$ cat src/rtl/nvram_page_ctrl.sv
module nvram_page_ctrl #(
  parameter int CLK_PERIOD_PS = 4000,
  parameter bit SLOW_SUPPLY   = 1'b0,
  parameter int POWERUP_NS    = 250000,
  parameter int ADDR_W        = 17,
  parameter int DATA_W        = 8,
  parameter int PAGE_BEATS    = 8
) (
  input  logic                         clk,
  input  logic                         rst_n,
  input  logic                         req_valid,
  output logic                         req_ready,
  input  logic                         req_write,
  input  logic [ADDR_W-1:0]            req_addr,
  input  logic [$clog2(PAGE_BEATS):0]  req_len,
  input  logic [DATA_W*PAGE_BEATS-1:0] req_wdata,
  output logic                         req_err,
  output logic                         rd_valid,
  output logic [DATA_W-1:0]            rd_data,
  output logic                         mem_ce_n,
  output logic                         mem_oe_n,
  output logic                         mem_we_n,
  output logic [ADDR_W-1:0]            mem_addr,
  output logic [DATA_W-1:0]            mem_dq_out,
  output logic                         mem_dq_oe,
  input  logic [DATA_W-1:0]            mem_dq_in
);

  function automatic int to_cyc(input int ns);
    return (ns * 1000 + CLK_PERIOD_PS - 1) / CLK_PERIOD_PS;
  endfunction

  function automatic int at_least(input int v, input int m);
    return (v < m) ? m : v;
  endfunction

  localparam int OFS_W    = $clog2(PAGE_BEATS);
  localparam int LEN_W    = OFS_W + 1;
  localparam int ACT_NS   = SLOW_SUPPLY ? 70 : 60;
  localparam int PRE_NS   = SLOW_SUPPLY ? 35 : 30;
  localparam int PACC_NS  = SLOW_SUPPLY ? 40 : 30;
  localparam int PWC_NS   = SLOW_SUPPLY ? 40 : 30;
  localparam int WP_NS    = SLOW_SUPPLY ? 22 : 18;
  localparam int ACT_CYC  = at_least(to_cyc(ACT_NS), 2);
  localparam int PRE_CYC  = at_least(to_cyc(PRE_NS), 1);
  localparam int PACC_CYC = at_least(to_cyc(PACC_NS), 1);
  localparam int WP_CYC   = at_least(to_cyc(WP_NS), 1);
  localparam int REC_CYC  = at_least(to_cyc(PWC_NS) - WP_CYC, 1);
  localparam int PU_CYC   = at_least(to_cyc(POWERUP_NS), 1);
  localparam int TMR_W    = $clog2(ACT_CYC + PRE_CYC + PACC_CYC + WP_CYC + REC_CYC + 1);
  localparam int PU_W     = $clog2(PU_CYC + 1);

  typedef enum logic [3:0] {
    S_PWRUP, S_IDLE, S_RD_LEAD, S_RD_WAIT,
    S_WR_SETUP, S_WR_PULSE, S_WR_REC, S_HOLD, S_PRECH
  } state_t;

  state_t                      state;
  logic [TMR_W-1:0]            tmr;
  logic [TMR_W-1:0]            act_cnt;
  logic [PU_W-1:0]             pu_cnt;
  logic [LEN_W-1:0]            left;
  logic                        wr_q;
  logic [ADDR_W-1:0]           addr_q;
  logic [DATA_W*PAGE_BEATS-1:0] wbuf;
  logic                        err_q, rdv_q;
  logic [DATA_W-1:0]           rdd_q;
  logic [LEN_W:0]              span;
  logic                        req_bad, ce_on;

  assign span    = {{(LEN_W + 1 - OFS_W){1'b0}}, req_addr[OFS_W-1:0]} + {1'b0, req_len};
  assign req_bad = (req_len == '0) || (span > (LEN_W+1)'(PAGE_BEATS));
  assign ce_on   = state inside {S_RD_LEAD, S_RD_WAIT, S_WR_SETUP, S_WR_PULSE, S_WR_REC, S_HOLD};

  assign req_ready  = (state == S_IDLE);
  assign req_err    = err_q;
  assign rd_valid   = rdv_q;
  assign rd_data    = rdd_q;
  assign mem_ce_n   = !ce_on;
  assign mem_oe_n   = (state != S_RD_WAIT);
  assign mem_we_n   = (state != S_WR_PULSE);
  assign mem_addr   = addr_q;
  assign mem_dq_out = wbuf[DATA_W-1:0];
  assign mem_dq_oe  = wr_q && ce_on;

  always_ff @(posedge clk or negedge rst_n) begin
    if (!rst_n) begin
      state   <= S_PWRUP;
      tmr     <= '0;
      act_cnt <= '0;
      pu_cnt  <= '0;
      left    <= '0;
      wr_q    <= 1'b0;
      addr_q  <= '0;
      wbuf    <= '0;
      err_q   <= 1'b0;
      rdv_q   <= 1'b0;
      rdd_q   <= '0;
    end else begin
      err_q <= 1'b0;
      rdv_q <= 1'b0;
      if (ce_on && act_cnt != TMR_W'(ACT_CYC - 1))
        act_cnt <= act_cnt + 1'b1;
      case (state)
        S_PWRUP:
          if (pu_cnt == PU_W'(PU_CYC - 1)) state <= S_IDLE;
          else pu_cnt <= pu_cnt + 1'b1;
        S_IDLE:
          if (req_valid) begin
            if (req_bad) begin
              err_q <= 1'b1;
            end else begin
              addr_q  <= req_addr;
              left    <= req_len;
              wr_q    <= req_write;
              wbuf    <= req_wdata;
              act_cnt <= '0;
              state   <= req_write ? S_WR_SETUP : S_RD_LEAD;
            end
          end
        S_RD_LEAD: begin
          tmr   <= TMR_W'(ACT_CYC - 2);
          state <= S_RD_WAIT;
        end
        S_RD_WAIT:
          if (tmr != '0) begin
            tmr <= tmr - 1'b1;
          end else begin
            rdv_q <= 1'b1;
            rdd_q <= mem_dq_in;
            left  <= left - 1'b1;
            if (left == LEN_W'(1)) begin
              state <= S_HOLD;
            end else begin
              addr_q[OFS_W-1:0] <= addr_q[OFS_W-1:0] + 1'b1;
              tmr <= TMR_W'(PACC_CYC - 1);
            end
          end
        S_WR_SETUP: begin
          tmr   <= TMR_W'(WP_CYC - 1);
          state <= S_WR_PULSE;
        end
        S_WR_PULSE:
          if (tmr != '0) begin
            tmr <= tmr - 1'b1;
          end else begin
            left <= left - 1'b1;
            if (left == LEN_W'(1)) begin
              state <= S_HOLD;
            end else begin
              addr_q[OFS_W-1:0] <= addr_q[OFS_W-1:0] + 1'b1;
              wbuf  <= wbuf >> DATA_W;
              tmr   <= TMR_W'(REC_CYC - 1);
              state <= S_WR_REC;
            end
          end
        S_WR_REC:
          if (tmr != '0) begin
            tmr <= tmr - 1'b1;
          end else begin
            tmr   <= TMR_W'(WP_CYC - 1);
            state <= S_WR_PULSE;
          end
        S_HOLD:
          if (act_cnt == TMR_W'(ACT_CYC - 1)) begin
            tmr   <= TMR_W'(PRE_CYC - 1);
            state <= S_PRECH;
          end
        S_PRECH:
          if (tmr != '0) tmr <= tmr - 1'b1;
          else state <= S_IDLE;
        default: state <= S_IDLE;
      endcase
    end
  end

endmodule

$ cat config.mk
export PLATFORM = sky130hd
export DESIGN_NAME = nvram_page_ctrl
export DESIGN_NICKNAME = d
export VERILOG_FILES = /design/src/rtl/nvram_page_ctrl.sv
export SDC_FILE = /design/constraint.sdc
export NUM_CORES = 1
export LEC_CHECK = 0
export CORE_UTILIZATION = 40
export CTS_CLUSTER_DIAMETER = 80
export DETAILED_ROUTE_END_ITERATION = 8
export DONT_BUFFER_PORTS = 1
export MAX_ROUTING_LAYER = met4
export PLACE_DENSITY_LB_ADDON = 0.1
export RECOVER_POWER = 25
export SLEW_MARGIN = 30
export SYNTH_ARGS = -nofsm -noshare
export SYNTH_HDL_FRONTEND = slang
export SYNTH_SLANG_ARGS = --single-unit
$ cat constraint.sdc
create_clock -name clk -period 7 [get_ports clk]
set_clock_uncertainty 0.1 [all_clocks]
set_input_delay 1.4 -clock clk [delete_from_list [all_inputs] [get_ports clk]]
set_output_delay 1.4 -clock clk [all_outputs]
set_load 0.1 [all_outputs]
==> After elaboration in Yosys (flattened, before gate mapping) <==
Cells that the tools add are included.
{ "classes": {"addsub": 6, "n_eq_ne": 29, "reduce_logical": 20, "muxes": 43, "n_bitwise": 3, "magnitude_cmp": 1} }
{ "ops": {"columns": ["operator", "n"], "rows": [
  ["64-bit 2-to-1 mux", 4],
  ["64-bit one-hot mux with 2 select lines", 1],
  ["6-bit 2-to-1 mux", 11],
  ["4-bit 2-to-1 mux", 12],
  ["6-bit one-hot mux with 7 select lines", 1],
  ["4-bit one-hot mux with 9 select lines", 1],
  ["2-bit inequality test (second input constant)", 11],
  ["16-bit by 1-bit adder with 16-bit output (second input constant)", 1],
  ["16-bit equality test (second input constant)", 1],
  ["4-bit by 3-bit equality test with 1-bit output (second input constant)", 4],
  ["3-bit 2-to-1 mux", 5],
  ["5-bit AND reduction", 3],
  ["6-bit nonzero test", 2],
  ["9-bit AND reduction", 1],
  ["4-bit by 1-bit equality test with 1-bit output (second input constant)", 2],
  ["4-bit by 2-bit equality test with 1-bit output (second input constant)", 2],
  ["4-bit logical NOT", 2],
  ["4-bit one-hot mux with 2 select lines", 1],
  ["7-bit nonzero test", 1],
  ["6-bit by 1-bit adder with 6-bit output (second input constant)", 1],
  ["6-bit by 4-bit equality test with 1-bit output (second input constant)", 1],
  ["1-bit 2-to-1 mux", 6],
  ["3-bit inequality test (second input constant)", 2],
  ["6-bit by 4-bit inequality test with 1-bit output (second input constant)", 1],
  ["19 further kinds", 25]
]} }
{ "word_totals": {"output_inout_bits": 40, "register_bits": 128, "word_cells": 114, "in_bits": 97} }

==> Logic depth before layout (Yosys ltp) <==
{ "depth": {"word_depth": 7, "depth_mapped": 11, "mapped_depth_nobuf": 9} }

==> Worst setup path after synthesis <==
No wires, ideal clock.
{ "synth_path": {"path_type": "flip-flop to flip-flop", "from": "register state[0]", "to": "register addr_q[10], in the netlist mem_addr[10]", "setup_time_ns": 0.125, "path_buffers": 2, "required_time_ns": 6.775, "path_stages_with_launch": 8, "arrival_time_ns": 4.150, "path_slack_ns": 2.624, "cell_sequence": "dfrtp_1 clkbuf_1 nand2b_1 nor3_1 nand2_1 nor2_1 buf_2 mux2_2"} }
{ "synth_via": {"elab_chain_cells": 2} }
{ "synth_rtl": {"columns": ["element", "line", "rtl"], "rows": [
  ["start, declared", "58", "state_t state;"],
  ["start signal, assigned", "118", "state <= req_write ? S_WR_SETUP : S_RD_LEAD;"],
  ["4-bit by 1-bit equality test with 1-bit output", null, null],
  ["named net req_ready", "12", "output logic req_ready,"],
  ["3-bit AND reduction (no source line)", null, null],
  ["end signal, assigned", "113", "addr_q <= req_addr;"],
  ["end signal, assigned by index", "135", "addr_q[OFS_W-1:0] <= addr_q[OFS_W-1:0] + 1'b1;"],
  ["end signal, assigned by index", "151", "addr_q[OFS_W-1:0] <= addr_q[OFS_W-1:0] + 1'b1;"],
  ["end, declared", "64", "logic [ADDR_W-1:0] addr_q;"]
]} }
The timed path passes the listed nets, and every way through them passes these cells.
A chain may end at the register's enable or synchronous reset.

==> Worst setup path in the final report <==
{ "layout_path": {"from": "input req_addr[0]", "to": "register wbuf[27]"} }
{ "layout_via": {"elab_chain_cells": 5} }
{ "layout_rtl": {"columns": ["element", "line", "rtl"], "rows": [
  ["start, declared", "14", "input logic [ADDR_W-1:0] req_addr,"],
  ["3-bit by 4-bit adder with 5-bit output", "71", "assign span = {{(LEN_W + 1 - OFS_W){1'b0}}, req_addr[OFS_W-1:0]} + {1'b0, req_len};"],
  ["5-bit by 4-bit > comparator with 1-bit output", "72", "assign req_bad = (req_len == '0) || (span > (LEN_W+1)'(PAGE_BEATS));"],
  ["1-bit logical OR", "72", null],
  ["2-bit inequality test (no source line)", null, null],
  ["5-bit AND reduction (no source line)", null, null],
  ["end signal, assigned", "116", "wbuf <= req_wdata;"],
  ["end signal, assigned", "152", "wbuf <= wbuf >> DATA_W;"],
  ["end, declared", "65", "logic [DATA_W*PAGE_BEATS-1:0] wbuf;"]
]} }
Every way passes these cells.

==> flow_summary.yaml <==
timing:
  period_share: 0.600
  hold-worst-slack_ns: 0.369
  worstMarginPinSlew_ns: 0.955
  grt_setup_unrepaired: "no"
  setup_viol: 0
  fmax_ghz: 0.238
  tns_ns: 0
  final_max_slew_viol_count: 0
  hold_viol: 0
  slew_headroom: 0.364
  min_period_ns: 4.20
clock_tree:
  numCtsBuffers: 17
  clkSinkCount: 128
  cts_hold_buf: 0
  cts_buffer_depth: 2
  cts_root_buf: "clkbuf_16"
  cts_setup_buffers: 0
  cts_tree: "done"
  ctsResizeCount: 0
  h-tree-depth: 4
  path_clk_slew_ns: 0.06
  clock_latency_ns: 0.42
placement:
  postPlaceCellArea_mm2: 0.00646
  port-buffer-count: 0
  dp.cells: 863
  place_congestion: 0.889
  hpwlAfterDp_um: 9570
setup_path:
  critical_path.cell_chain: "ha_1 > inv_1 > fa_1 > nand2b_1 > a221oi_1 > nand2_1 > a31oi_4 > buf_4 > buf_4 > nor2_1 > a31oi_1"
  crit_path_start_kind: "primary input"
  rr_endpoint: "wbuf[27]"
  reg2reg_from: "tmr[0]"
  rrSetupSlack_ns: 3.72
  critPathMaxStageDelay_ns: 0.62
  crit_type: "in2reg"
  cp_max_fo: 71
  crit_start: "req_addr[0]"
  critPathCaptureType: "register"
  cp_data_required_time_ns: 7.22
  crit_top_cell: "buf_4"
  arrival_ns: 4.42
  crit_end: "wbuf[27]"
  crit_slowest_cell: "buf_4"
  reg2regPathDepth: 10
detailed_routing:
  highest_layer: "met4"
  dr.pass1.iters: 4
  wirelength_um: 14300
  drc: 0
  drt-met1-wl_um: 6450
  wl_met2_um: 6770
  wl_met3_um: 784
  wl_per_cell_um: 16.0
  drt_iter0_drc: 375
  vias_per_cell: 5.33
  ant_nets: 0
  num_vias: 4766
floorplanning:
  io_pins: 137
  start_util: 0.412
  dieArea_mm2: 0.0163
  core_mm2: 0.0153
  row_count: 45
  die_h_um: 128
  chipWidth_um: 128
yosys:
  synth_area_leader_cell: "dfrtp_1"
  synth.top_cells.by_area: "dfrtp_1 (51%), nand2_1 (8.2%), a31oi_1 (5.9%)"
  postSynth.asyncResetShare: 1.00
  ys_seq_elements: 128
  synth.most_common_cell: "nand2_1"
  synth.top_cell.area_share: 0.507
  syn_avg_cell_area_um2: 9.11
  synthTopCellsByCount: "nand2_1 (138), dfrtp_1 (128), nor2_1 (93)"
  yosysWarningCount: 0
  synthesis.nets: 801
  synth_edf_count: 0
  synth-main-ff-cell: "dfrtp_1"
  synth.distinct_cells: 62
  synth_area_mm2: 0.00631
  syn_inst: 693
  seq_area_frac_synth: 0.507
cells_and_area:
  nets: 779
  fillers: 1534
  final_area_mm2: 0.00702
  seq_area_mm2: 0.00320
  final_cells: 894
  drive_gt1_frac: 0.110
  antenna_cells: 0
  area.growth.synth_to_final_pct: 11.2
  multi_input_area_mm2: 0.00284
global_routing:
  grt_pass1_wl_um: 24000
  grt_max_degree: 129
  antenna_found_initial: 0
  gr-usage-all-layers: 0.194
  grt_pass1_vias: 4757
  grt_overflow: 0
min_path:
  hold_class: "reg2reg"
  min_path_cells: 1
flow_run:
  maxCapViolCount: 0
power:
  vdd_ir_drop_max_uv: 209
  p_total_mw: 1.61
  p_per_area_mw_per_mm2: 230
  p_leak_nw: 2.95
run_status:
  outcome: "complete, no violations"
==> sequential cells by signal (all words and copies together), names as in the netlist <==
name	flops
rd_valid	1
pu_cnt	16
wbuf	64
rd_data	8
act_cnt	6
wr_q	1
req_err	1
left	4
tmr	6
state	4
mem_addr	17
==> power breakdown <==
part | switching [mW] | internal (mW) | leakage, nW
clock | 0.332 | 0.497 | 0.266
combinational | 0.0133 | 0.0106 | 1.28
sequential | 0.0193 | 0.742 | 1.40
total | 0.364 | 1.25 | 2.95
==> layout make-up <==
type | instances | area share
sequential | 128 | 0.456
multi-input combinational | 493 | 0.405
clock buffer | 19 | 0.0631
tap | 211 | 0.0376
clock inverter | 12 | 0.0159
inverter | 26 | 0.0139
timing repair buffer | 5 | 0.00784
==> metrics by stage <==
stage	utilization	worst slack, ns
3_3_place_gp	0.421	2.54
3_5_place_dp	0.422	2.41
2_1_floorplan	-	2.62
5_1_grt	0.458	2.54
6_report	0.458	2.80
4_1_cts	0.458	2.80
==> layer usage <==
layer | GRT usage | vias up
met1 | 0.249 | 2313
li1 | - | 2329
met3 | 0.0578 | 21
met2 | 0.284 | 103
met5 | - | -
met4 | 0.0851 | 0
==> how the worst min path moves through the flow <==
stage                           from         end
after floorplan           pu_cnt[15]  pu_cnt[15]
after global placement    pu_cnt[15]  pu_cnt[15]
after detailed placement  pu_cnt[15]  pu_cnt[15]
after CTS                 pu_cnt[15]  pu_cnt[15]
after global routing      pu_cnt[15]  pu_cnt[15]
final                     pu_cnt[15]  pu_cnt[15]
==> worst max-delay path: cells and delay by family <==
family / cells / cell delay, ns
and+or+nand+nor: 3 / 0.36
AOI/OAI and AO/OA: 3 / 0.83
buffers and inverters: 3 / 1.16
adders and majority gates: 2 / 0.64
==> kinds of logic after synthesis <==
family | after synthesis | synth area share
DFF | 128 | 0.507
AOI/OAI and AO/OA | 133 | 0.136
muxes | 25 | 0.0442
adders and majority gates | 11 | 0.0230
buffers and inverters | 72 | 0.0498
xor gates and xnor gates | 21 | 0.0291
and+or+nand+nor | 303 | 0.210
==> cell usage in the layout, fill, tap and decap left out, drive strengths merged, types with 3 or more instances in the layout <==
cell type and instances:
nand4 3, ha 10, o21ai 20, nand2b 5, buf 4, a211oi 3
nand2 138, a31oi 60, xor2 12, xnor2 9, nand3 18, nor3 13
nor2 95, a21oi 17, and3 3, nor4 3, nor2b 5, mux2 23
clkbuf 20, or3 6, clkinvlp 3, a21o 6, dfrtp 128, clkinv 6
inv 28
(Power assumes the default switching activity.)
